[src/rtl/pnp_seq_pkg.sv]
package pnp_seq_pkg;

  typedef enum logic [1:0] {
    ST_WAIT_KEY = 2'd0,
    ST_SLEEP    = 2'd1,
    ST_ISOLATE  = 2'd2,
    ST_CONFIG   = 2'd3
  } cardState_e;

  localparam logic [7:0] IDX_RDPORT = 8'h00;
  localparam logic [7:0] IDX_CTRL   = 8'h02;
  localparam logic [7:0] IDX_WAKE   = 8'h03;
  localparam logic [7:0] IDX_RES    = 8'h04;
  localparam logic [7:0] IDX_STAT   = 8'h05;
  localparam logic [7:0] IDX_CSN    = 8'h06;
  localparam logic [7:0] IDX_LDN    = 8'h07;

  // Strobes from control to datapath, all valid in the cycle of the access
  typedef struct packed {
    logic setPort;
    logic clrCsn;
    logic ldevRst;
    logic ptrClr;
    logic wrCsn;
    logic wrLdn;
    logic rdLoad;
    logic rdRes;
    logic rdStat;
    logic rdCsn;
    logic rdLdn;
  } dpStrobe_t;

endpackage

[src/rtl/pnp_seq_ctrl.sv]
module pnp_seq_ctrl
  import pnp_seq_pkg::*;
(
  input  logic       clk,
  input  logic       rstN,
  input  logic       keyDetected,
  input  logic       idxWrEn,
  input  logic [7:0] idxIn,
  input  logic       dataWrEn,
  input  logic       dataRdEn,
  input  logic [7:0] wrData,
  input  logic [7:0] csnQ,
  output cardState_e stateQ,
  output dpStrobe_t  strb
);

  logic [7:0] idxQ;
  logic [7:0] effIdx;
  logic       awake;
  logic       inCfg;
  logic       wrOk;
  logic       rdOk;
  logic       ctrlWr;
  logic       wakeWr;
  logic       csnMatch;
  logic       goWait;
  cardState_e stateD;

  assign awake    = (stateQ != ST_WAIT_KEY);
  assign inCfg    = (stateQ == ST_CONFIG);
  assign effIdx   = idxWrEn ? idxIn : idxQ;
  assign wrOk     = dataWrEn && awake;
  assign rdOk     = dataRdEn && inCfg;
  assign ctrlWr   = wrOk && (effIdx == IDX_CTRL);
  assign wakeWr   = wrOk && (effIdx == IDX_WAKE);
  assign csnMatch = (wrData == csnQ);
  assign goWait   = ctrlWr && wrData[1];

  always_ff @(posedge clk or negedge rstN) begin
    if (!rstN)                idxQ <= 8'h00;
    else if (idxWrEn && awake) idxQ <= idxIn;
  end

  always_comb begin
    strb         = '0;
    strb.setPort = wrOk && (effIdx == IDX_RDPORT);
    strb.clrCsn  = ctrlWr && wrData[2];
    strb.ldevRst = ctrlWr && wrData[0];
    strb.ptrClr  = wakeWr && csnMatch;
    strb.wrCsn   = wrOk && (effIdx == IDX_CSN) &&
                   (stateQ == ST_ISOLATE || stateQ == ST_CONFIG);
    strb.wrLdn   = wrOk && inCfg && (effIdx == IDX_LDN);
    strb.rdLoad  = dataRdEn;
    strb.rdRes   = rdOk && (effIdx == IDX_RES);
    strb.rdStat  = rdOk && (effIdx == IDX_STAT);
    strb.rdCsn   = rdOk && (effIdx == IDX_CSN);
    strb.rdLdn   = rdOk && (effIdx == IDX_LDN);
  end

  always_comb begin
    stateD = stateQ;
    if (stateQ == ST_WAIT_KEY) begin
      if (keyDetected) stateD = ST_SLEEP;
    end else if (goWait) begin
      stateD = ST_WAIT_KEY;
    end else if (wakeWr) begin
      if (stateQ == ST_SLEEP) begin
        if (csnMatch) stateD = (wrData == 8'h00) ? ST_ISOLATE : ST_CONFIG;
      end else if (!csnMatch) begin
        stateD = ST_SLEEP;
      end
    end
  end

  always_ff @(posedge clk or negedge rstN) begin
    if (!rstN) stateQ <= ST_WAIT_KEY;
    else       stateQ <= stateD;
  end

  // without a key pulse a waiting card stays waiting
  a_r2_waitkey_hold: assert property (@(posedge clk) disable iff (!rstN)
    (stateQ == ST_WAIT_KEY && !keyDetected) |=> stateQ == ST_WAIT_KEY);

  // a matching zero wake from sleep lands in isolation
  a_r4_wake_zero: assert property (@(posedge clk) disable iff (!rstN)
    (stateQ == ST_SLEEP && strb.ptrClr && wrData == 8'h00) |=> stateQ == ST_ISOLATE);

  // an exit request from any awake state reaches waiting
  a_r8_exit: assert property (@(posedge clk) disable iff (!rstN)
    (dataWrEn && stateQ != ST_WAIT_KEY && effIdx == IDX_CTRL && wrData[1])
      |=> stateQ == ST_WAIT_KEY);

endmodule

[src/rtl/pnp_seq_dp.sv]
module pnp_seq_dp
  import pnp_seq_pkg::*;
#(
  parameter int NUM_LDEV  = 2,
  parameter int RES_DEPTH = 4,
  parameter logic [RES_DEPTH*8-1:0] RES_IMAGE = 32'h472B_150A
)(
  input  logic       clk,
  input  logic       rstN,
  input  dpStrobe_t  strb,
  input  logic [7:0] wrData,
  output logic [7:0] csnQ,
  output logic [7:0] rdData,
  output logic       ldevReset,
  output logic [9:0] readPort
);

  localparam int LDN_W = (NUM_LDEV > 1) ? $clog2(NUM_LDEV) : 1;
  localparam int PTR_W = $clog2(RES_DEPTH + 1);
  localparam int SEL_W = (RES_DEPTH > 1) ? $clog2(RES_DEPTH) : 1;
  localparam logic [PTR_W-1:0] PTR_END = PTR_W'(RES_DEPTH);

  logic [7:0]       portQ;
  logic [PTR_W-1:0] ptrQ;
  logic             justRdQ;
  logic             resReady;
  logic             resAccept;
  logic [SEL_W-1:0] resSel;
  logic [7:0]       resByte;
  logic [LDN_W-1:0] ldnQ;
  logic [7:0]       resRom [RES_DEPTH];

  for (genvar g = 0; g < RES_DEPTH; g++) begin : g_rom
    assign resRom[g] = RES_IMAGE[g*8 +: 8];
  end

  assign resReady  = (ptrQ < PTR_END) && !justRdQ;
  assign resAccept = strb.rdRes && resReady;
  assign resSel    = SEL_W'(ptrQ);
  assign resByte   = resRom[resSel];
  assign readPort  = {portQ, 2'b00};

  always_ff @(posedge clk or negedge rstN) begin
    if (!rstN) begin
      csnQ      <= 8'h00;
      portQ     <= 8'h00;
      ptrQ      <= '0;
      justRdQ   <= 1'b0;
      ldevReset <= 1'b0;
    end else begin
      if (strb.clrCsn)      csnQ <= 8'h00;
      else if (strb.wrCsn)  csnQ <= wrData;
      if (strb.setPort)     portQ <= wrData;
      if (strb.ptrClr)      ptrQ <= '0;
      else if (resAccept)   ptrQ <= ptrQ + 1'b1;
      justRdQ   <= resAccept;
      ldevReset <= strb.ldevRst;
    end
  end

  if (NUM_LDEV > 1) begin : g_multi_ldn
    always_ff @(posedge clk or negedge rstN) begin
      if (!rstN) ldnQ <= '0;
      else if (strb.wrLdn && (wrData < 8'(NUM_LDEV))) ldnQ <= LDN_W'(wrData);
    end
  end else begin : g_single_ldn
    assign ldnQ = '0;
  end

  always_ff @(posedge clk or negedge rstN) begin
    if (!rstN) rdData <= 8'h00;
    else if (strb.rdLoad) begin
      if (strb.rdRes)       rdData <= resAccept ? resByte : 8'h00;
      else if (strb.rdStat) rdData <= {7'b0, resReady};
      else if (strb.rdCsn)  rdData <= csnQ;
      else if (strb.rdLdn)  rdData <= 8'(ldnQ);
      else                  rdData <= 8'h00;
    end
  end

  // the CSN clear strobe empties the CSN
  a_r7_csn_clear: assert property (@(posedge clk) disable iff (!rstN)
    strb.clrCsn |=> csnQ == 8'h00);

  // the reset pulse only follows a requesting write
  a_r9_pulse_source: assert property (@(posedge clk) disable iff (!rstN)
    ldevReset |-> $past(strb.ldevRst));

  // a matching wake rewinds the stream
  a_r6_rewind: assert property (@(posedge clk) disable iff (!rstN)
    strb.ptrClr |=> ptrQ == '0);

  // ready drops right after an accepted read
  a_r13_status_drop: assert property (@(posedge clk) disable iff (!rstN)
    resAccept |=> !resReady);

  // position never passes the end of the image
  a_r13_ptr_bound: assert property (@(posedge clk) disable iff (!rstN)
    ptrQ <= PTR_END);

endmodule

[src/rtl/pnp_card_seq.sv]
module pnp_card_seq
  import pnp_seq_pkg::*;
#(
  parameter int NUM_LDEV  = 2,
  parameter int RES_DEPTH = 4,
  parameter logic [RES_DEPTH*8-1:0] RES_IMAGE = 32'h472B_150A
)(
  input  logic       clk,
  input  logic       rstN,
  input  logic       keyDetected,
  input  logic       idxWrEn,
  input  logic [7:0] idxIn,
  input  logic       dataWrEn,
  input  logic       dataRdEn,
  input  logic [7:0] wrData,
  output logic [7:0] rdData,
  output logic [1:0] cardState,
  output logic       ldevReset,
  output logic [9:0] readPort
);

  cardState_e stateQ;
  dpStrobe_t  strb;
  logic [7:0] csnQ;

  pnp_seq_ctrl u_ctrl (
    .clk(clk), .rstN(rstN), .keyDetected(keyDetected),
    .idxWrEn(idxWrEn), .idxIn(idxIn), .dataWrEn(dataWrEn),
    .dataRdEn(dataRdEn), .wrData(wrData), .csnQ(csnQ),
    .stateQ(stateQ), .strb(strb)
  );

  pnp_seq_dp #(
    .NUM_LDEV(NUM_LDEV), .RES_DEPTH(RES_DEPTH), .RES_IMAGE(RES_IMAGE)
  ) u_dp (
    .clk(clk), .rstN(rstN), .strb(strb), .wrData(wrData),
    .csnQ(csnQ), .rdData(rdData), .ldevReset(ldevReset),
    .readPort(readPort)
  );

  assign cardState = stateQ;

endmodule

[config.mk]
export PLATFORM = sky130hd
export DESIGN_NAME = pnp_card_seq
export DESIGN_NICKNAME = d
export VERILOG_FILES = /design/src/rtl/pnp_seq_pkg.sv /design/src/rtl/pnp_seq_ctrl.sv /design/src/rtl/pnp_seq_dp.sv /design/src/rtl/pnp_card_seq.sv
export SDC_FILE = /design/constraint.sdc
export NUM_CORES = 1
export LEC_CHECK = 0
export BUFFER_PORTS_ARGS = -buffer_cell sky130_fd_sc_hd__buf_2
export CAP_MARGIN = 25
export CORE_ASPECT_RATIO = 1.5
export CORE_MARGIN = 5
export CORE_UTILIZATION = 58
export DETAILED_ROUTE_END_ITERATION = 10
export GPL_TIMING_DRIVEN = 1
export MAX_ROUTING_LAYER = met4
export PLACE_DENSITY = 0.84
export SLEW_MARGIN = 20
export SYNTH_ARGS = -nofsm -noshare
export SYNTH_HDL_FRONTEND = slang
export SYNTH_SLANG_ARGS = --single-unit
[constraint.sdc]
create_clock -name clk -period 5.75 [get_ports clk]
set_input_delay 0.8625 -clock clk [delete_from_list [all_inputs] [get_ports clk]]
set_output_delay 0.8625 -clock clk [all_outputs]
set_load 0.02 [all_outputs]
==> load_flow_metrics.sql <==
INSERT INTO impl_metrics (metric_group, metric, value, unit) VALUES
('floorplanning', 'area_enclosed_by_the_die_boundary', '0.004923', 'mm^2'),
('synthesis', 'synth_most_common_cell', 'dfrtp_1', ''),
('critical_path', 'critPathMaxFanout', '10', ''),
('floorplanning', 'initial_utilization', '60.52', '%'),
('timing', 'hold_slack', '505.8', 'ps'),
('critical_path', 'rr_worst_depth', '5', ''),
('critical_path', 'setup.worst_path.end_class', 'flop', ''),
('final_layout', 'syn_to_final_growth', '16.73', '%'),
('synthesis', 'synthFlopType', 'dfrtp_1', ''),
('global_routing', 'grt_util_all_layers', '20.36', '%'),
('critical_path', 'worst_path_required', '5930', 'ps'),
('clock_tree', 'post_cts_resize_count', '0', ''),
('clock_tree', 'cts_setup_buffers', '0', ''),
('timing', 'post_layout_min_period', '2445', 'ps'),
('power', 'ir_worst_vdd', '0.0003545', 'V'),
('routing', 'drc', '0', ''),
('final_layout', 'nFillCells', '264', ''),
('clock_tree', 'max-clock-path-buffers', '2', ''),
('synthesis', 'synth_seq_cells', '40', ''),
('floorplanning', 'floorplan.core_area', '0.003448', 'mm^2'),
('synthesis', 'post_synth_main_area_contributors', 'dfrtp_1, mux2_2, a22o_1', ''),
('timing', 'totalNegativeSetupSlack', '0', 'ps'),
('flow_run', 'maxCapViolCount', '0', ''),
('timing', 'final-max-slew-violation-count', '0', ''),
('global_routing', 'initial_antenna_violation_count', '0', ''),
('min_path', 'hp-class', 'reg -> reg', ''),
('floorplanning', 'io_pins', '43', ''),
('critical_path', 'timing.critical_path.arrival', '2620', 'ps'),
('clock_tree', 'numCtsBuffers', '5', ''),
('clock_tree', 'h_tree_levels', '2', ''),
('timing', 'final_hold_fails', '0', ''),
('synthesis', 'async_flop_share', '100.0', '%'),
('power', 'power.total', '0.0006502', 'W'),
('routing', 'drt-total-wl', '4499', 'um'),
('power', 'static-leakage-power', '1.156', 'nW'),
('final_layout', 'ratio_of_cells_with_drive_above_1_in_the_final_layout', '33.33', '%'),
('clock_tree', 'cts-hold-fix-buffers', '0', ''),
('routing', 'avgViaCountPerCell', '5.958', ''),
('synthesis', 'synthesis.area_per_instance', '11.93', 'um^2'),
('synthesis', 'yosysTopAreaCell', 'dfrtp_1', ''),
('final_layout', 'multiInputGateArea', '0.001030', 'mm^2'),
('timing', 'max_clock_skew', '11.37', 'ps'),
('critical_path', 'worst_setup_path_category', 'in -> reg', ''),
('clock_tree', 'cts_tree', 'done', ''),
('timing', 'fin_crit_sh', '42.52', '%'),
('final_layout', 'register_area', '0.001001', 'mm^2'),
('final_layout', 'final_nets', '245', ''),
('routing', 'drtIter0Drc', '40', ''),
('timing', 'timing.final.setup_violations', '0', ''),
('timing', 'slew_margin_rel', '41.63', '%'),
('synthesis', 'mappedNetlistArea', '0.002087', 'mm^2'),
('global_routing', 'grt_first_pass_wirelength', '7348', 'um'),
('routing', 'first_pass_iters', '4', ''),
('clock_tree', 'cts_root_buf', 'clkbuf_8', ''),
('place', 'place_inst', '253', ''),
('status', 'outcome', 'completed', ''),
('synthesis', 'synthDistinctLibCells', '43', ''),
('synthesis', 'synth_enable_flop_cells', '0', ''),
('clock_tree', 'clkTransAtPathRegs', '80', 'ps'),
('final_layout', 'instances_no_fill', '261', ''),
('floorplanning', 'chipWidth', '58.98', 'um'),
('floorplanning', 'placementRows', '26', ''),
('min_path', 'worst_hold_path.num_cells', '1', ''),
('synthesis', 'synthCells', '175', ''),
('clock_tree', 'clk-insertion-delay-late', '300', 'ps'),
('global_routing', 'grt_max_degree', '41', ''),
('routing', 'routedWlPerCell', '17.24', 'um'),
('clock_tree', 'clock_sink_count', '40', ''),
('floorplanning', 'fp.dieH', '83.47', 'um'),
('synthesis', 'yosys_warnings', '0', ''),
('routing', 'drt.antenna.violating_nets', '0', '');
==> worst paths after layout <==
kind,startpoint,endpoint,slack (ps)
min,u_dp.portQ[3]$_DFFE_PN0P_,u_dp.portQ[3]$_DFFE_PN0P_,510
max,idxWrEn,u_dp.portQ[4]$_DFFE_PN0P_,3310
min reg2reg,u_dp.portQ[3]$_DFFE_PN0P_,u_dp.portQ[3]$_DFFE_PN0P_,510
min in group asynchronous,rstN,u_ctrl.idxQ[6]$_DFFE_PN0P_,670
max reg2reg,u_ctrl.idxQ[3]$_DFFE_PN0P_,u_dp.portQ[4]$_DFFE_PN0P_,3640
max in group asynchronous,rstN,u_dp.csnQ[6]$_DFFE_PN0P_,4520
==> final cells by class <==
class | count | share of cell area [%]
inverters | 7 | 1.079
repair buffers | 40 | 8.218
clock inverters | 1 | 1.233
multi-input cells | 124 | 42.27
well taps | 42 | 2.157
clock buffers | 7 | 3.955
flip-flops and latches | 40 | 41.09
==> cells in the final DEF, fill, tap and decap left out, drive strengths merged <==
master    n
a2111oi   2
a211oi    3
a21oi     3
a221o     5
a22o      8
a31oi     1
a32o      1
a32oi     3
a41oi     1
and3      3
buf      40
bufinv    1
clkbuf    7
conb      2
dfrtp    40
ha        5
inv       7
mux2     16
mux2i     3
nand2    12
nand2b    2
nand3     4
nand4     1
nand4bb   1
nor2     12
nor2b     6
nor3      2
nor4      6
nor4b     1
o21ai     6
o221ai    1
o22a      1
o22ai     1
o2bb2ai   1
o31ai     1
or3       1
xnor2     1
xor2      8
==> per-stage QoR <==
stage	area (um^2)	setup WS, ps
after floorplan	2091	3265
after global placement	2310	3021
after detailed placement	2310	2983
after CTS	2436	3301
after global routing	2436	3212
final	2436	3305
==> flip-flops by register name, indices dropped and copies added (netlist names) <==
| register | count |
|---|---|
| u_dp.rdData | 8 |
| u_ctrl.idxQ | 8 |
| u_dp.portQ | 8 |
| u_dp.ldevReset | 1 |
| u_dp.ptrQ | 3 |
| u_dp.ldnQ | 1 |
| u_dp.csnQ | 8 |
| u_dp.justRdQ | 1 |
| u_ctrl.stateQ | 2 |
==> kinds of logic (layout without fill, tap and decap cells) <==
kind of cell | after synthesis | after routing | synth area share, %
simple gates | 51 | 51 | 15.59
flops | 40 | 40 | 47.96
compound gates | 38 | 38 | 16.55
mux | 19 | 19 | 10.07
buf+inv | 12 | 55 | 2.878
xor+xnor | 9 | 9 | 3.777
fa+ha+maj | 5 | 5 | 2.998
other cells | 1 | 2 | 0.1797
==> critical path: stages <==
cell and delay [ps]:
buf_2 170, nor4_4 370, nand2_1 110, o22a_1 280, nor3_4 430, mux2_2 380
==> where the power goes <==
part           switching, W  internal, W
sequential        0.0000139     0.000297
combinational     0.0000538    0.0000333
clock             0.0000993     0.000153
==> routing by layer <==
metal / global-route usage [%] / share of wire (%)
met1: 24.33 / 41
met4: 10.10 / 2.8
met3: 4.334 / 4.9
met2: 31.79 / 52
met5: - / 0
Power figures use the tool's default switching activity.
